## config.mk

```make
export PLATFORM = sky130hd
export DESIGN_NAME = ext_irq_ctrl
export DESIGN_NICKNAME = d
export VERILOG_FILES = /design/src/rtl/ext_irq_pkg.sv /design/src/rtl/ext_irq_sample_timer.sv /design/src/rtl/ext_irq_channel.sv /design/src/rtl/ext_irq_ctrl.sv
export SDC_FILE = /design/constraint.sdc
export NUM_CORES = 1
export LEC_CHECK = 0
export BUFFER_PORTS_ARGS = -buffer_cell sky130_fd_sc_hd__buf_2
export CAP_MARGIN = 25
export CELL_PAD_IN_SITES_DETAIL_PLACEMENT = 1
export CELL_PAD_IN_SITES_GLOBAL_PLACEMENT = 1
export CORE_MARGIN = 2
export CORE_UTILIZATION = 37
export DETAILED_ROUTE_END_ITERATION = 6
export GPL_TIMING_DRIVEN = 1
export PLACE_DENSITY = 0.78
export SLEW_MARGIN = 10
export SYNTH_ARGS = -nofsm -noshare
export SYNTH_HDL_FRONTEND = slang
export SYNTH_HIERARCHICAL = 1
export SYNTH_SLANG_ARGS = --single-unit
```

## constraint.sdc

```tcl
create_clock -name clk_i -period 3.1 [get_ports clk_i]
set_input_delay 0.775 -clock clk_i [delete_from_list [all_inputs] [get_ports clk_i]]
set_output_delay 0.775 -clock clk_i [all_outputs]
set_load 0.005 [all_outputs]
```

## src/rtl/ext_irq_pkg.sv

```systemverilog
package ext_irq_pkg;
  typedef enum logic {
    TRIG_LEVEL = 1'b0,
    TRIG_FALL  = 1'b1
  } trig_e;

  localparam int unsigned OSC_PER_PCLK_STD = 2;
endpackage

```

## src/rtl/ext_irq_sample_timer.sv

```systemverilog
module ext_irq_sample_timer #(
  parameter int unsigned PCLK_PER_CYCLE = 6
) (
  input  logic clk_i,
  input  logic rst_ni,
  input  logic x2_mode_i,
  output logic strobe_o
);
  import ext_irq_pkg::*;

  localparam int unsigned MAX_PER = PCLK_PER_CYCLE * OSC_PER_PCLK_STD;
  localparam int unsigned CW      = $clog2(MAX_PER + 1);
  localparam logic [CW-1:0] LAST_STD = CW'(MAX_PER - 1);
  localparam logic [CW-1:0] LAST_X2  = CW'(PCLK_PER_CYCLE - 1);

  logic [CW-1:0] cnt_q;
  logic [CW-1:0] last;

  assign last     = x2_mode_i ? LAST_X2 : LAST_STD;
  // >= so that a mode switch with a large count wraps at once
  assign strobe_o = (cnt_q >= last);

  always_ff @(posedge clk_i or negedge rst_ni) begin
    if (!rst_ni)       cnt_q <= '0;
    else if (strobe_o) cnt_q <= '0;
    else               cnt_q <= cnt_q + 1'b1;
  end

  p_strobe_gap_r2: assert property (@(posedge clk_i) disable iff (!rst_ni)
    strobe_o |=> !strobe_o);
  p_cnt_bound_r2: assert property (@(posedge clk_i) disable iff (!rst_ni)
    cnt_q < CW'(MAX_PER));
endmodule

```

## src/rtl/ext_irq_channel.sv

```systemverilog
module ext_irq_channel #(
  parameter int unsigned SYNC_STAGES = 2
) (
  input  logic clk_i,
  input  logic rst_ni,
  input  logic pin_i,
  input  logic strobe_i,
  input  logic trig_edge_i,
  input  logic ack_i,
  input  logic flag_we_i,
  input  logic flag_wdata_i,
  output logic flag_o
);
  import ext_irq_pkg::*;

  logic [SYNC_STAGES-1:0] sync_q;
  logic pin_s, samp_q, flag_q, hw_set;
  trig_e trig;

  assign trig  = trig_e'(trig_edge_i);
  assign pin_s = sync_q[SYNC_STAGES-1];

  always_ff @(posedge clk_i or negedge rst_ni) begin
    if (!rst_ni) sync_q <= '1;
    else         sync_q <= {sync_q[SYNC_STAGES-2:0], pin_i};
  end

  // previous sample, reset high so a pin low out of reset counts as an edge
  always_ff @(posedge clk_i or negedge rst_ni) begin
    if (!rst_ni)       samp_q <= 1'b1;
    else if (strobe_i) samp_q <= pin_s;
  end

  always_comb begin
    hw_set = 1'b0;
    if (strobe_i && !pin_s)
      hw_set = (trig == TRIG_LEVEL) ? 1'b1 : samp_q;
  end

  always_ff @(posedge clk_i or negedge rst_ni) begin
    if (!rst_ni)                           flag_q <= 1'b0;
    else if (flag_we_i)                    flag_q <= flag_wdata_i;
    else if (hw_set)                       flag_q <= 1'b1;
    else if (ack_i && trig == TRIG_FALL)   flag_q <= 1'b0;
  end

  assign flag_o = flag_q;

  p_set_on_strobe_r2: assert property (@(posedge clk_i) disable iff (!rst_ni)
    $rose(flag_q) |-> $past(strobe_i || flag_we_i));
  p_edge_ack_clear_r5: assert property (@(posedge clk_i) disable iff (!rst_ni)
    (ack_i && trig_edge_i && !flag_we_i && !strobe_i) |=> !flag_q);
  p_level_ack_hold_r6: assert property (@(posedge clk_i) disable iff (!rst_ni)
    (flag_q && ack_i && !trig_edge_i && !flag_we_i) |=> flag_q);
  p_write_wins_r8: assert property (@(posedge clk_i) disable iff (!rst_ni)
    flag_we_i |=> (flag_q == $past(flag_wdata_i)));
endmodule

```

## src/rtl/ext_irq_ctrl.sv

```systemverilog
module ext_irq_ctrl #(
  parameter int unsigned NUM_SRC        = 2,
  parameter int unsigned PCLK_PER_CYCLE = 6,
  parameter int unsigned SYNC_STAGES    = 2
) (
  input  logic               clk_i,
  input  logic               rst_ni,
  input  logic               x2_mode_i,
  input  logic [NUM_SRC-1:0] pin_i,
  input  logic [NUM_SRC-1:0] trig_edge_i,
  input  logic [NUM_SRC-1:0] enable_i,
  input  logic [NUM_SRC-1:0] ack_i,
  input  logic [NUM_SRC-1:0] flag_we_i,
  input  logic [NUM_SRC-1:0] flag_wdata_i,
  output logic [NUM_SRC-1:0] flag_o,
  output logic [NUM_SRC-1:0] irq_o,
  output logic               wake_o
);
  logic strobe;

  ext_irq_sample_timer #(.PCLK_PER_CYCLE(PCLK_PER_CYCLE)) u_timer (
    .clk_i     (clk_i),
    .rst_ni    (rst_ni),
    .x2_mode_i (x2_mode_i),
    .strobe_o  (strobe)
  );

  for (genvar n = 0; n < NUM_SRC; n++) begin : g_src
    ext_irq_channel #(.SYNC_STAGES(SYNC_STAGES)) u_chan (
      .clk_i        (clk_i),
      .rst_ni       (rst_ni),
      .pin_i        (pin_i[n]),
      .strobe_i     (strobe),
      .trig_edge_i  (trig_edge_i[n]),
      .ack_i        (ack_i[n]),
      .flag_we_i    (flag_we_i[n]),
      .flag_wdata_i (flag_wdata_i[n]),
      .flag_o       (flag_o[n])
    );
  end

  assign irq_o  = flag_o & enable_i;
  // unclocked path: usable with the clock stopped
  assign wake_o = |(~pin_i);

  p_irq_needs_flag_r7: assert property (@(posedge clk_i) disable iff (!rst_ni)
    (irq_o & ~flag_o) == '0);
endmodule

```

## After elaboration in Yosys (flattened, before gate mapping)

Cells that the tools add are included.
Widths: inputs -> output; s select.

| storage, ports and cells | value |
|---|---|
| register bits | 12 |
| input port bits | 15 |
| output and inout bits | 5 |

| cells by class | value |
|---|---|
| add/sub/neg operators | 1 |
| $lt $le $gt $ge | 1 |
| mux-type cells | 12 |
| bitwise logic cells | 2 |
| reduce and logical (&&, ||, !) cells | 9 |

Operators by type and width:

| operator | count |
|---|---|
| $mux 1 | 10 |
| $mux 4 | 2 |
| $reduce_bool 3->1 | 2 |
| $add 4x1->4 const B | 1 |
| $ge 4x4->1 | 1 |
| $logic_and 1x1->1 | 4 |
| $and 2x2->2 | 1 |
| $logic_not 1->1 | 2 |
| $not 2->2 | 1 |
| $reduce_or 2->1 | 1 |

## Logic depth before layout (Yosys ltp)

| logic depth | value |
|---|---|
| depth in word-level cells | 6 |
| gate-level depth with buffers | 6 |
| mapped depth without buffers | 6 |

## Modules after synthesis

Netlist, hierarchy kept.

By module, submodules not included:

| module | times used | cells an instance | area an instance (sq um) |
|---|---|---|---|
| ext_irq_channel | 2 | 12 | 152.6 |
| ext_irq_sample_timer | 1 | 21 | 221.5 |
| ext_irq_ctrl | 1 | 3 | 16.3 |

## Least setup slack after synthesis

OpenSTA, ideal clock, no wires.

| timing path | value |
|---|---|
| path kind | input port to flip-flop |
| from | in x2_mode_i |
| to | reg g_src[0].u_chan.samp_q |
| data arrival time | 1.722 ns |
| data required time | 3.018 ns |
| path slack | 1.296 ns |
| stages | 5 |
| cell sequence | inv_1 > ha_1 > nand2_1 > o21ai_2 > mux2_4 |

| on the way | value |
|---|---|
| longest elaborated chain between the ends | 2 |

Ends and longest elaborated chain:

| item | RTL line | source |
|---|---|---|
| start: declaration | ext_irq_ctrl.sv:8 | `input logic x2_mode_i,` |
| $mux 4 | ext_irq_sample_timer.sv:19 | `assign last = x2_mode_i ? LAST_X2 : LAST_STD;` |
| $ge 4x4->1 | ext_irq_sample_timer.sv:21 | `assign strobe_o = (cnt_q >= last);` |
| named net strobe | ext_irq_ctrl.sv:19 | `logic strobe;` |
| end signal: assignment | ext_irq_channel.sv:31 | `else if (strobe_i) samp_q <= pin_s;` |
| end: declaration | ext_irq_channel.sv:17 | `logic pin_s, samp_q, flag_q, hw_set;` |

The timed path passes the listed nets, and every way through them passes these cells.
A chain may end at the register's enable or synchronous reset.

## Final worst setup path

| timing path | value |
|---|---|
| from | in enable_i[1] |
| to | out irq_o[1] |

| on the way | value |
|---|---|
| longest elaborated chain between the ends | 1 |

Ends and longest elaborated chain:

| item | RTL line | source |
|---|---|---|
| start: declaration | ext_irq_ctrl.sv:11 | `input logic [NUM_SRC-1:0] enable_i,` |
| $and 2x2->2 | ext_irq_ctrl.sv:42 | `assign irq_o = flag_o & enable_i;` |
| end: declaration | ext_irq_ctrl.sv:16 | `output logic [NUM_SRC-1:0] irq_o,` |

Every way passes these cells.

==> metrics.csv <==
metric;value;unit
status;finished, final reports clean;
synth_area_per_cell;11.3;sq um
async_reset_ff_share;100;%
dr.pass1.iters;2;
cts_resized;0;
power_leakage;0.350;nW
grt_pass1_vias;422;
drive_gt1_share;46.5;%
dp.final_hpwl;929;microns
start_kind;primary input;
cts_hold_buf;0;
drt-wirelength-per-cell;13.0;microns
yosys-top-cells-area;dfstp_2 29%, dfrtp_1 28%, ha_1 9.2%, mux2_4 5.5%, nand2_1 5.5%;
drt_iter0_markers;1;
grt_pass1_wl;1.88;mm
vias_per_cell;4.94;
ir_drop;0.000401;V
rsz0062_at_grt;no;
ys_seq_area_share;56.7;%
worstPathRequired;2320;ps
antenna_found_initial;0;
core;0.00133;sq mm
clock.fmax;532;MHz
clock_latency;270;ps
numCtsBuffers;3;
grtUsageMet3;8.62;%
grt_max_degree;13;
grt_overflow;0;
cp_data_arrival_time;1110;ps
synth-edff-count;0;
clkSlewWorstSetupHoldPaths;70;ps
grt.met2_usage;25.2;%
start_util;40.7;%
grt.busiest_layer;met2;
cts.sinks;12;
maxSlewHeadroom;70.5;%
cts_buffer_depth;2;
synth_fp_nets;67;
fin_crit;1880;ps
drv_cap;0;
synth_flop_cell;dfstp_2;
setup_viol;0;
yosysTopAreaCell;dfstp_2;
cts_root_buffer;clkbuf_4;
grt_use_met1;14.4;%
port_buffers;19;
ios;20;
diodes;0;
synth_cells;48;
setup_tns;0;ps
ant_nets;0;
layout.nets;91;
cts_setup_buffers;0;
ys_warn_count;6;
hold_viol_final;0;
hold_class;primary input to async pin;
gp_congestion;0.752;
clock_skew;5.10;ps
synth_seq_cells;12;
powerDensity;822;mW/mm^2
end_kind;output port;
die_w;42.3;microns
yosysTopAreaCellShare;29.0;%
slew_viol_final;0;
drc;0;
fill_cells;164;
area_delta_synth_final;27.6;%
vias;425;
crit_type;primary input to output port;
htreeDepth;1;
die_area;0.00179;sq mm
synthTopCellsByCount;8 x nand2_1, 6 x dfrtp_1, 6 x dfstp_2, 6 x nor2_1, 4 x ha_1;
dieHeight;42.3;microns
worst_pin_slew;442;ps
cp_max_fo;1;
netlist_area;543;sq um
timing.final.crit_share;60.7;%
yosysMostFrequentCell;nand2_1;
track_usage;14.4;%
ys_types;16;
wl;1.12;mm
cts_tree;built;
holdWs;357;ps
rows;13;
[final cells by class]
| type | instances | area, sq um | share of cell area [%] |
|---|---|---|---|
| Sequential cell | 12 | 308 | 44.4 |
| Multi-Input combinational cell | 34 | 228 | 32.9 |
| Timing Repair Buffer | 19 | 95.1 | 13.7 |
| Clock buffer | 4 | 36.3 | 5.23 |
| Tap cell | 15 | 18.8 | 2.71 |
| Inverter | 2 | 7.51 | 1.08 |
[logic make-up (layout without fill, tap and decap cells)]
group,count (synthesis),in the layout,synth area share [%]
DFF,12,12,56.7
and+or+nand+nor,21,21,17.0
buffers and inverters,2,25,1.38
AOI/OAI and AO/OA,5,5,6.91
adders and majority gates,4,4,9.22
xor gates and xnor gates,2,2,3.23
muxes,2,2,5.53
[critical path: stages]
cell	delay (ps)
buf_2	90
and2_1	120
buf_2	120
[layout by cell type (no fill, tap or decap)]
cell	netlist	layout
nand3_1	3	3
buf_2	0	19
nand2_1	8	8
dfrtp_1	6	6
xor2_1	1	1
clkbuf_4	0	3
inv_1	2	2
ha_1	4	4
and2_1	2	2
o211ai_1	2	2
nand2b_1	2	2
nor2_1	6	6
a21oi_2	1	1
clkbuf_8	0	1
dfstp_2	6	6
mux2_4	2	2
o21ai_2	1	1
a21oi_1	1	1
xnor2_1	1	1
[worst paths after layout]
check                                                    start                                  end  slack (ps)  depth (start not counted)
min                                                     rst_ni   g_src[0].u_chan/flag_o$_DFFE_PN0P_         360                          1
min in group clk_i         g_src[1].u_chan/sync_q[0]$_DFF_PN1_  g_src[1].u_chan/sync_q[1]$_DFF_PN1_         360                          0
max                                                enable_i[1]                             irq_o[1]        1220                          3
min reg2reg                g_src[1].u_chan/sync_q[0]$_DFF_PN1_  g_src[1].u_chan/sync_q[1]$_DFF_PN1_         360                          0
max reg2reg                         u_timer/cnt_q[2]$_DFF_PN0_   g_src[0].u_chan/samp_q$_DFFE_PN1P_        1520                          4
max in group asynchronous                               rst_ni  g_src[0].u_chan/sync_q[1]$_DFF_PN1_        2470                          1
[sequential cells by signal (all words and copies together), names as in the netlist]
register             count
g_src.u_chan/sync_q      4
u_timer/cnt_q            4
g_src.u_chan/flag_o      2
g_src.u_chan/samp_q      2
[where the power goes]
group	switching [mW]	internal, mW
registers	0.0371	0.216
logic	0.0951	0.0996
clock network	0.0507	0.0714
total	0.183	0.387
[routing by layer]
metal  part of all wire [%]  wire length (microns)  vias up
li1                       -                      -      205
met1                     37                    417      202
met2                     54                    602       15
met3                    7.9                     88        3
met4                   0.72                      8        0
met5                      0                      0        -
[stage by stage]
step           area [sq um]  power, mW  std cells  util [%]  setup slack, ps
6_report                693      0.570         86      52.0             1220
5_1_grt                 693      0.615         86      52.0             1200
4_1_cts                 693      0.581         86      52.0             1220
3_5_place_dp            657      0.453         82      49.2             1030
3_3_place_gp            657      0.435         82      49.2             1110
2_1_floorplan           543      0.388         48         -             1300
Power figures use the tool's default switching activity.
